===== src/rtl/seqPredPkg.sv =====
package seqPredPkg;

  typedef enum logic [2:0] {
    TK_NONE = 3'd0,
    TK_COND = 3'd1,
    TK_JUMP = 3'd2,
    TK_CALL = 3'd3,
    TK_RET  = 3'd4
  } termKind_e;

  // strobes from control to datapath
  typedef struct packed {
    logic tabWe;
    logic doSplit;
    logic rasPush;
    logic rasPop;
    logic valReq;
    logic selTarget;
    logic selRas;
  } ctlStrobes_t;

endpackage


===== src/rtl/seqPredControl.sv =====
module seqPredControl
  import seqPredPkg::*;
#(
  parameter int LEN_W = 5,
  parameter int POS_W = 4
) (
  input  logic              lookupValid,
  input  logic              hitRaw,
  input  logic [2:0]        rdKind,
  input  logic              trainValid,
  input  logic              trainOp,
  input  logic [POS_W-1:0]  trainPos,
  input  logic              trainTagHit,
  input  logic [LEN_W-1:0]  trainOldLen,
  input  logic              trainPosBranch,
  output ctlStrobes_t       ctl
);

  logic active;
  logic splitOk;

  always_comb begin
    active  = lookupValid && hitRaw;
    splitOk = trainTagHit && trainPosBranch &&
              ((LEN_W'(trainPos) + LEN_W'(1)) < trainOldLen);

    ctl           = '0;
    ctl.tabWe     = trainValid && (!trainOp || splitOk);
    ctl.doSplit   = trainOp;
    ctl.rasPush   = active && (rdKind == TK_CALL);
    ctl.rasPop    = active && (rdKind == TK_RET);
    ctl.valReq    = active && (rdKind == TK_COND);
    ctl.selTarget = active && ((rdKind == TK_COND) || (rdKind == TK_JUMP) ||
                               (rdKind == TK_CALL));
    ctl.selRas    = active && (rdKind == TK_RET);
  end

endmodule


===== src/rtl/seqPredDatapath.sv =====
module seqPredDatapath
  import seqPredPkg::*;
#(
  parameter int PC_W      = 32,
  parameter int ENTRIES   = 16,
  parameter int MAX_LEN   = 16,
  parameter int RAS_DEPTH = 8,
  parameter int PAGE_SIZE = 1024,
  parameter int IDX_W     = 4,
  parameter int LEN_W     = 5,
  parameter int POS_W     = 4,
  parameter int WAY_W     = 2,
  parameter int PAGE_W    = 10,
  parameter int RAS_PW    = 3
) (
  input  logic               clk,
  input  logic               rstN,
  input  ctlStrobes_t        ctl,
  input  logic               lookupValid,
  input  logic [PC_W-1:0]    lookupPc,
  input  logic [PC_W-1:0]    trainPc,
  input  logic [LEN_W-1:0]   trainLen,
  input  logic [MAX_LEN-1:0] trainMask,
  input  logic [2:0]         trainKind,
  input  logic [PC_W-1:0]    trainTarget,
  input  logic [WAY_W-1:0]   trainWay,
  input  logic [POS_W-1:0]   trainPos,
  output logic               hitRaw,
  output logic [2:0]         rdKind,
  output logic               trainTagHit,
  output logic [LEN_W-1:0]   trainOldLen,
  output logic               trainPosBranch,
  output logic               predHit,
  output logic [PC_W-1:0]    nextPc,
  output logic [LEN_W-1:0]   seqLen,
  output logic [MAX_LEN-1:0] branchMask,
  output logic [2:0]         termKind,
  output logic [WAY_W-1:0]   wayHint,
  output logic [PC_W-1:0]    valPc
);

  localparam int TAG_W = PC_W - IDX_W;

  logic                validQ [ENTRIES];
  logic [TAG_W-1:0]    tagQ   [ENTRIES];
  logic [LEN_W-1:0]    lenQ   [ENTRIES];
  logic [MAX_LEN-1:0]  maskQ  [ENTRIES];
  logic [2:0]          kindQ  [ENTRIES];
  logic [PC_W-1:0]     tgtQ   [ENTRIES];
  logic [WAY_W-1:0]    wayQ   [ENTRIES];
  logic [PC_W-1:0]     rasQ   [RAS_DEPTH];
  logic [RAS_PW-1:0]   rasPtr;

  function automatic logic [MAX_LEN-1:0] lowMask(input logic [31:0] n);
    logic [MAX_LEN-1:0] m;
    for (int i = 0; i < MAX_LEN; i++) m[i] = (32'(i) < n);
    return m;
  endfunction

  // lookup side
  logic [IDX_W-1:0] lkIdx;
  logic [PC_W-1:0]  seqEnd, pageEnd, fallPc, missNext, rasTop;

  always_comb begin
    lkIdx    = lookupPc[IDX_W-1:0];
    hitRaw   = validQ[lkIdx] && (tagQ[lkIdx] == lookupPc[PC_W-1:IDX_W]);
    rdKind   = kindQ[lkIdx];
    seqEnd   = lookupPc + PC_W'(lenQ[lkIdx]);
    pageEnd  = {lookupPc[PC_W-1:PAGE_W], {PAGE_W{1'b0}}} + PC_W'(PAGE_SIZE);
    fallPc   = lookupPc + PC_W'(MAX_LEN);
    missNext = (fallPc[PC_W-1:PAGE_W] != lookupPc[PC_W-1:PAGE_W]) ? pageEnd : fallPc;
    rasTop   = rasQ[rasPtr - RAS_PW'(1)];
    predHit  = lookupValid && hitRaw;
    if (predHit) begin
      seqLen     = lenQ[lkIdx];
      branchMask = maskQ[lkIdx];
      termKind   = kindQ[lkIdx];
      wayHint    = wayQ[lkIdx];
    end else begin
      seqLen     = LEN_W'(missNext - lookupPc);
      branchMask = '0;
      termKind   = TK_NONE;
      wayHint    = '0;
    end
    valPc = seqEnd - PC_W'(1);
    if (ctl.selRas)         nextPc = rasTop;
    else if (ctl.selTarget) nextPc = tgtQ[lkIdx];
    else if (predHit)       nextPc = seqEnd;
    else                    nextPc = missNext;
  end

  // training side
  logic [IDX_W-1:0]   trIdx;
  logic [31:0]        lenIn, lenA, room, lenB;
  logic [LEN_W-1:0]   wrLen;
  logic [MAX_LEN-1:0] wrMask;
  logic [2:0]         wrKind;

  always_comb begin
    trIdx          = trainPc[IDX_W-1:0];
    trainTagHit    = validQ[trIdx] && (tagQ[trIdx] == trainPc[PC_W-1:IDX_W]);
    trainOldLen    = lenQ[trIdx];
    trainPosBranch = maskQ[trIdx][trainPos];
    lenIn = (trainLen == '0) ? 32'd1 : 32'(trainLen);
    lenA  = (lenIn > 32'(MAX_LEN)) ? 32'(MAX_LEN) : lenIn;
    room  = 32'(PAGE_SIZE) - 32'(trainPc[PAGE_W-1:0]);
    lenB  = (lenA > room) ? room : lenA;
    if (ctl.doSplit) begin
      wrLen  = LEN_W'(trainPos) + LEN_W'(1);
      wrMask = maskQ[trIdx] & lowMask(32'(trainPos));
      wrKind = TK_COND;
    end else begin
      wrLen  = LEN_W'(lenB);
      wrMask = trainMask & lowMask(lenB);
      wrKind = (lenB != lenIn) ? TK_NONE : trainKind;
    end
  end

  always_ff @(posedge clk) begin
    if (!rstN) begin
      for (int i = 0; i < ENTRIES; i++) begin
        validQ[i] <= 1'b0; tagQ[i] <= '0; lenQ[i] <= '0; maskQ[i] <= '0;
        kindQ[i]  <= '0;   tgtQ[i] <= '0; wayQ[i] <= '0;
      end
    end else if (ctl.tabWe) begin
      validQ[trIdx] <= 1'b1;
      tagQ[trIdx]   <= trainPc[PC_W-1:IDX_W];
      lenQ[trIdx]   <= wrLen;
      maskQ[trIdx]  <= wrMask;
      kindQ[trIdx]  <= wrKind;
      tgtQ[trIdx]   <= trainTarget;
      wayQ[trIdx]   <= trainWay;
    end
  end

  always_ff @(posedge clk) begin
    if (!rstN) begin
      rasPtr <= '0;
      for (int i = 0; i < RAS_DEPTH; i++) rasQ[i] <= '0;
    end else if (ctl.rasPush) begin
      rasQ[rasPtr] <= seqEnd;
      rasPtr       <= rasPtr + RAS_PW'(1);
    end else if (ctl.rasPop) begin
      rasPtr <= rasPtr - RAS_PW'(1);
    end
  end


  ras_exclusive_chk: assert property (@(posedge clk) disable iff (!rstN)
    $onehot0({ctl.rasPush, ctl.rasPop, ctl.valReq}));

  push_ptr_chk: assert property (@(posedge clk) disable iff (!rstN)
    ctl.rasPush |=> (rasPtr == RAS_PW'($past(rasPtr) + RAS_PW'(1))));

  pop_ptr_chk: assert property (@(posedge clk) disable iff (!rstN)
    ctl.rasPop |=> (rasPtr == RAS_PW'($past(rasPtr) - RAS_PW'(1))));

  idle_quiet_chk: assert property (@(posedge clk) disable iff (!rstN)
    !lookupValid |-> !(ctl.rasPush || ctl.rasPop || ctl.valReq || ctl.selTarget || ctl.selRas));

  idle_ptr_chk: assert property (@(posedge clk) disable iff (!rstN)
    !lookupValid |=> $stable(rasPtr));

  len_range_chk: assert property (@(posedge clk) disable iff (!rstN)
    hitRaw |-> (lenQ[lkIdx] != '0) && (lenQ[lkIdx] <= LEN_W'(MAX_LEN)));

  val_kind_chk: assert property (@(posedge clk) disable iff (!rstN)
    ctl.valReq |-> (predHit && termKind == TK_COND));

endmodule


===== src/rtl/seqPredictor.sv =====
module seqPredictor
  import seqPredPkg::*;
#(
  parameter int PC_W      = 32,
  parameter int ENTRIES   = 16,
  parameter int MAX_LEN   = 16,
  parameter int RAS_DEPTH = 8,
  parameter int WAYS      = 4,
  parameter int PAGE_SIZE = 1024,
  localparam int IDX_W    = $clog2(ENTRIES),
  localparam int LEN_W    = $clog2(MAX_LEN + 1),
  localparam int POS_W    = $clog2(MAX_LEN),
  localparam int WAY_W    = $clog2(WAYS),
  localparam int PAGE_W   = $clog2(PAGE_SIZE),
  localparam int RAS_PW   = $clog2(RAS_DEPTH)
) (
  input  logic               clk,
  input  logic               rstN,
  input  logic               lookupValid,
  input  logic [PC_W-1:0]    lookupPc,
  output logic               predHit,
  output logic [PC_W-1:0]    nextPc,
  output logic [LEN_W-1:0]   seqLen,
  output logic [MAX_LEN-1:0] branchMask,
  output logic [2:0]         termKind,
  output logic [WAY_W-1:0]   wayHint,
  output logic               valReq,
  output logic [PC_W-1:0]    valPc,
  input  logic               trainValid,
  input  logic               trainOp,
  input  logic [PC_W-1:0]    trainPc,
  input  logic [LEN_W-1:0]   trainLen,
  input  logic [MAX_LEN-1:0] trainMask,
  input  logic [2:0]         trainKind,
  input  logic [PC_W-1:0]    trainTarget,
  input  logic [WAY_W-1:0]   trainWay,
  input  logic [POS_W-1:0]   trainPos
);

  ctlStrobes_t        ctl;
  logic               hitRaw, trainTagHit, trainPosBranch;
  logic [2:0]         rdKind;
  logic [LEN_W-1:0]   trainOldLen;

  seqPredControl #(.LEN_W(LEN_W), .POS_W(POS_W)) ctrl_i (
    .lookupValid(lookupValid), .hitRaw(hitRaw), .rdKind(rdKind),
    .trainValid(trainValid), .trainOp(trainOp), .trainPos(trainPos),
    .trainTagHit(trainTagHit), .trainOldLen(trainOldLen),
    .trainPosBranch(trainPosBranch), .ctl(ctl)
  );

  seqPredDatapath #(
    .PC_W(PC_W), .ENTRIES(ENTRIES), .MAX_LEN(MAX_LEN), .RAS_DEPTH(RAS_DEPTH),
    .PAGE_SIZE(PAGE_SIZE), .IDX_W(IDX_W), .LEN_W(LEN_W), .POS_W(POS_W),
    .WAY_W(WAY_W), .PAGE_W(PAGE_W), .RAS_PW(RAS_PW)
  ) dp_i (
    .clk(clk), .rstN(rstN), .ctl(ctl),
    .lookupValid(lookupValid), .lookupPc(lookupPc),
    .trainPc(trainPc), .trainLen(trainLen), .trainMask(trainMask),
    .trainKind(trainKind), .trainTarget(trainTarget), .trainWay(trainWay),
    .trainPos(trainPos),
    .hitRaw(hitRaw), .rdKind(rdKind), .trainTagHit(trainTagHit),
    .trainOldLen(trainOldLen), .trainPosBranch(trainPosBranch),
    .predHit(predHit), .nextPc(nextPc), .seqLen(seqLen),
    .branchMask(branchMask), .termKind(termKind), .wayHint(wayHint),
    .valPc(valPc)
  );

  assign valReq = ctl.valReq;

endmodule


===== config.mk =====
export PLATFORM = sky130hd
export DESIGN_NAME = seqPredictor
export DESIGN_NICKNAME = d
export VERILOG_FILES = /design/src/rtl/seqPredPkg.sv /design/src/rtl/seqPredControl.sv /design/src/rtl/seqPredDatapath.sv /design/src/rtl/seqPredictor.sv
export SDC_FILE = /design/constraint.sdc
export NUM_CORES = 2
export LEC_CHECK = 0
export BUFFER_PORTS_ARGS = -buffer_cell sky130_fd_sc_hd__buf_2
export CORE_UTILIZATION = 40
export CTS_CLUSTER_DIAMETER = 60
export CTS_CLUSTER_SIZE = 10
export DETAILED_ROUTE_END_ITERATION = 8
export PLACE_DENSITY = 0.63
export SLEW_MARGIN = 40
export SYNTH_ARGS = -nofsm -noshare
export SYNTH_HDL_FRONTEND = slang
export SYNTH_SLANG_ARGS = --single-unit

===== constraint.sdc =====
create_clock -name clk -period 31.8 [get_ports clk]
set_input_delay 9.54 -clock clk [delete_from_list [all_inputs] [get_ports clk]]
set_output_delay 9.54 -clock clk [all_outputs]
set_load 0.005 [all_outputs]

==> run_results.csv <==
group,metric,value,unit
worst_setup_path,r2r.worst_path.cells,12,
placed_design,placed_area,86800,µm²
worst_setup_path,critPathMaxFanout,58,
grt,grt_pass1_wl,389,mm
drt,drt_iter0_markers,7642,
yosys,synth_area,82700,µm²
clock_network,post-cts-setup-buffers,0,
clock_network,cts_resized,0,
yosys,synth_top_area_share,59.2,%
pwr,power.density,55.7,nW/µm²
yosys,synth_cells,5836,
timing,finalSetupTns,0,ns
placed_design,port_buffers,222,
timing,fin_crit,25.76,ns
worst_setup_path,crit_type,"input port to output port",
yosys,synth_top_family_by_area,"multiplexers",
yosys,synthDistinctLibCells,74,
placed_design,hpwl,159,mm
yosys,syn_avg_cell_area,14.2,µm²
yosys,synth_simple_gate_area_share,12.5,%
grt,gr-usage-all-layers,25.9,%
status,outcome,"finished clean",
yosys,synth_edf_count,1632,
worst_setup_path,reg2reg_setup_slack,25.47,ns
worst_setup_path,worstPathRequired,22.26,ns
yosys,ys_ff_latch,1651,
yosys,yosysMostFrequentCell,"edfxtp_1",
pwr,seq_power_share,49.6,%
finish,area_delta_synth_final,11.4,%
clock_network,cts.clk_slew.worst_paths,0.06,ns
worst_hold_path,hold_depth,2,
worst_setup_path,start_kind,"input port",
yosys,ys_async_sr_fraction,0,%
pwr,p_sw,0.00131,W
clock_network,cts_sinks,1651,
drt,dr_total_vias,53800,
clock_network,cts_tree,"built",
clock_network,root_buffer,"clkbuf_16",
clock_network,numCtsBuffers,191,
placed_design,gp_congestion,0.923,
die,die_w,457,µm
drt,dr.pass1.iters,5,
die,io_pins,223,
timing,min_period_over_period,81.0,%
timing,slew_headroom,38.8,%
worst_setup_path,crit_family,"simple AND/OR/NAND/NOR gates",
finish,utilization,45.0,%
die,num_rows,166,
grt,antenna_found_initial,39,
yosys,synth_compound_area_share,1.95,%
worst_setup_path,r2r-start,"dp_i.tagQ[14][18]$_SDFFCE_PN0P_",
finish,drive_gt1_share,23.6,%
clock_network,ctsHoldBuffers,0,
worst_setup_path,cp_data_arrival_time,16.22,ns
run,maxCapViolations,0,
worst_hold_path,hold_path.startpoint,"dp_i.validQ[7]$_DFF_P_",
drt,wire_per_inst,31.4,µm
worst_setup_path,r2r-end,"dp_i.tagQ[4][20]$_SDFFCE_PN0P_",
pwr,power.internal,0.00382,W
yosys,seq_area_frac_synth,59.7,%
yosys,synth-adder-area-share,0.417,%
clock_network,clk_latency,0.85,ns
timing,grt_setup_unrepaired,"false",
placed_design,dpl.cell_count,8386,
yosys,synth_warnings,0,
timing,finClkSkew,0.0405,ns
worst_hold_path,hp-class,"flip-flop to flip-flop",
worst_setup_path,crit_top_cell,"mux4_2",
worst_setup_path,crit_start,"lookupPc[0]",
clock_network,htree_levels,4,
yosys,synth_common_cells,"edfxtp_1, nor2_1, mux4_2",
timing,maxSlewViolCount,0,
timing,tightestPinTransition,0.918,ns
die,dieArea,209000,µm²
timing,finalSetupViolations,0,
worst_setup_path,end_kind,"output port",
clock_network,clockBufferDepth,3,
yosys,synthFlopType,"edfxtp_1",
pwr,combPwrFrac,12.0,%
pwr,p_total,0.00513,W
pwr,p_sw_share,25.5,%
worst_setup_path,worst_path_largest_cell_delay,0.58,ns
finish,stdcell_count,8655,
pwr,clockPowerShare,38.5,%
yosys,synthXorXnorAreaFrac,1.62,%
drt,drt-total-wl,272,mm
finish,final_area,92200,µm²
die,core,205000,µm²
pwr,irDropWorstVdd,0.0662,mV
yosys,netlist_top_cells_area,"edfxtp_1, mux4_2, nor2_1",
die,die_height,457,µm
yosys,post_synth_mux_area_share,20.7,%
worst_setup_path,path_buf_inv,3,
worst_setup_path,cp_cell_sequence,"buf_8, buf_6, mux4_2, mux4_2, ha_1, fa_1, a21o_1, a21oi_1, o21bai_1, nand2_1, xor2_2, nand4_1, or3_1, or2_2, nor2_1, nand3_1, xor2_1, buf_2",
drt,ant_nets,0,
drt,drc,0,
grt,grt_max_degree,103,
worst_setup_path,worst_path_max_delay_cell,"mux4_2",
grt,grt_overflow_total,0,
grt,grt_pass1_vias,53800,
timing,hold_viol,0,
worst_hold_path,holdPathEnd,"dp_i.validQ[7]$_DFF_P_",
yosys,synth_fp_nets,5994,
drt,vias_per_cell,6.22,
finish,nNetsFinal,6050,
pwr,power_leakage,30.2,nW
die,start_util,40.4,%
finish,fillCellCount,18000,
yosys,yosysTopAreaCell,"edfxtp_1",
timing,fmax,0.0388,GHz
==> state kept, by name (all words and copies together) (netlist names) <==
register / count
dp_i.lenQ: 80
dp_i.kindQ: 48
dp_i.rasPtr: 3
dp_i.tgtQ: 512
dp_i.wayQ: 32
dp_i.rasQ: 256
dp_i.maskQ: 256
dp_i.tagQ: 448
dp_i.validQ: 16
==> layout by cell type (no fill, tap or decap), drive strengths merged, types with 11 or more instances in the layout <==
master  count
a21oi      36
a22oi      12
diode      16
nor2     1473
and2      262
xnor2     106
clkbuf    221
nand3      57
edfxtp   1632
dfxtp      19
o22ai      15
clkinv     18
o21ai      58
mux2       14
nor4       14
a31oi      11
nand4      21
or3        11
nor2b      41
xor2       47
nand2     417
buf       373
mux2i      98
mux4      710
ha         26
a221oi     17
and3       24
nor3       28
inv        50
==> worst reg2reg max path, stage by stage, from the launching register on <==
cell and delay, ns:
edfxtp_1 0.40, mux4_2 0.46, mux4_2 0.48, xnor2_1 0.48, nand4_1 0.41, nor4_1 0.62
a41o_1 0.26, buf_4 0.45, nand2b_4 0.45, buf_6 0.50, o21ai_4 0.26, buf_4 0.44
buf_4 0.70
==> how the worst max path moves through the flow <==
| stage | endpoint | slack [ns] | cells after the start |
|---|---|---|---|
| 2_1_floorplan | valPc[27] | 6.37 | 22 |
| 3_3_place_gp | valPc[31] | 5.70 | 18 |
| 3_5_place_dp | valPc[31] | 5.74 | 17 |
| 4_1_cts | valPc[31] | 5.75 | 17 |
| 5_1_grt | valPc[31] | 5.72 | 18 |
| 6_report | valPc[31] | 6.04 | 18 |
==> power groups by stage <==
stage / combinational, W / sequential, W / clock (W)
detailed placement: 0.000602 / 0.00259 / 0
floorplan: 0.000370 / 0.00259 / 0
finish: 0.000615 / 0.00254 / 0.00197
CTS: 0.000604 / 0.00254 / 0.00199
global placement: 0.000594 / 0.00258 / 0
global route: 0.000637 / 0.00255 / 0.00207
==> final cells by class <==
| cell class | instances | area [µm²] | share of cell area, % |
|---|---|---|---|
| Antenna cell | 16 | 40.0 | 0.0434 |
| Timing Repair Buffer | 374 | 2610 | 2.83 |
| Clock buffer | 220 | 4900 | 5.32 |
| Multi-Input combinational cell | 3637 | 31300 | 34.0 |
| Clock inverter | 32 | 395 | 0.429 |
| Tap cell | 2688 | 3360 | 3.65 |
| Sequential cell | 1651 | 49400 | 53.6 |
| Inverter | 37 | 146 | 0.159 |
==> routing by layer <==
metal / global-route usage (%) / vias to the layer above / wire length (µm)
met4: 9.78 / 38 / 10500
met3: 6.87 / 610 / 33500
met2: 41.3 / 3452 / 128000
met1: 33.9 / 27800 / 100000
li1: - / 21900 / -
met5: 0 / - / 267
==> through the flow <==
step	setup slack [ns]	hold WS (ns)
5_1_grt	5.72	0.468
3_5_place_dp	5.74	0.445
4_1_cts	5.75	0.451
3_3_place_gp	5.70	0.435
6_report	6.04	0.451
2_1_floorplan	6.37	0.425
==> cell families after synthesis <==
family                     after synthesis
and+or+nand+nor                       2400
AOI/OAI and AO/OA                      235
adders and majority gates               27
buffers and inverters                  548
DFF                                   1651
xor gates and xnor gates               153
muxes                                  822
Power figures use the tool's default switching activity.
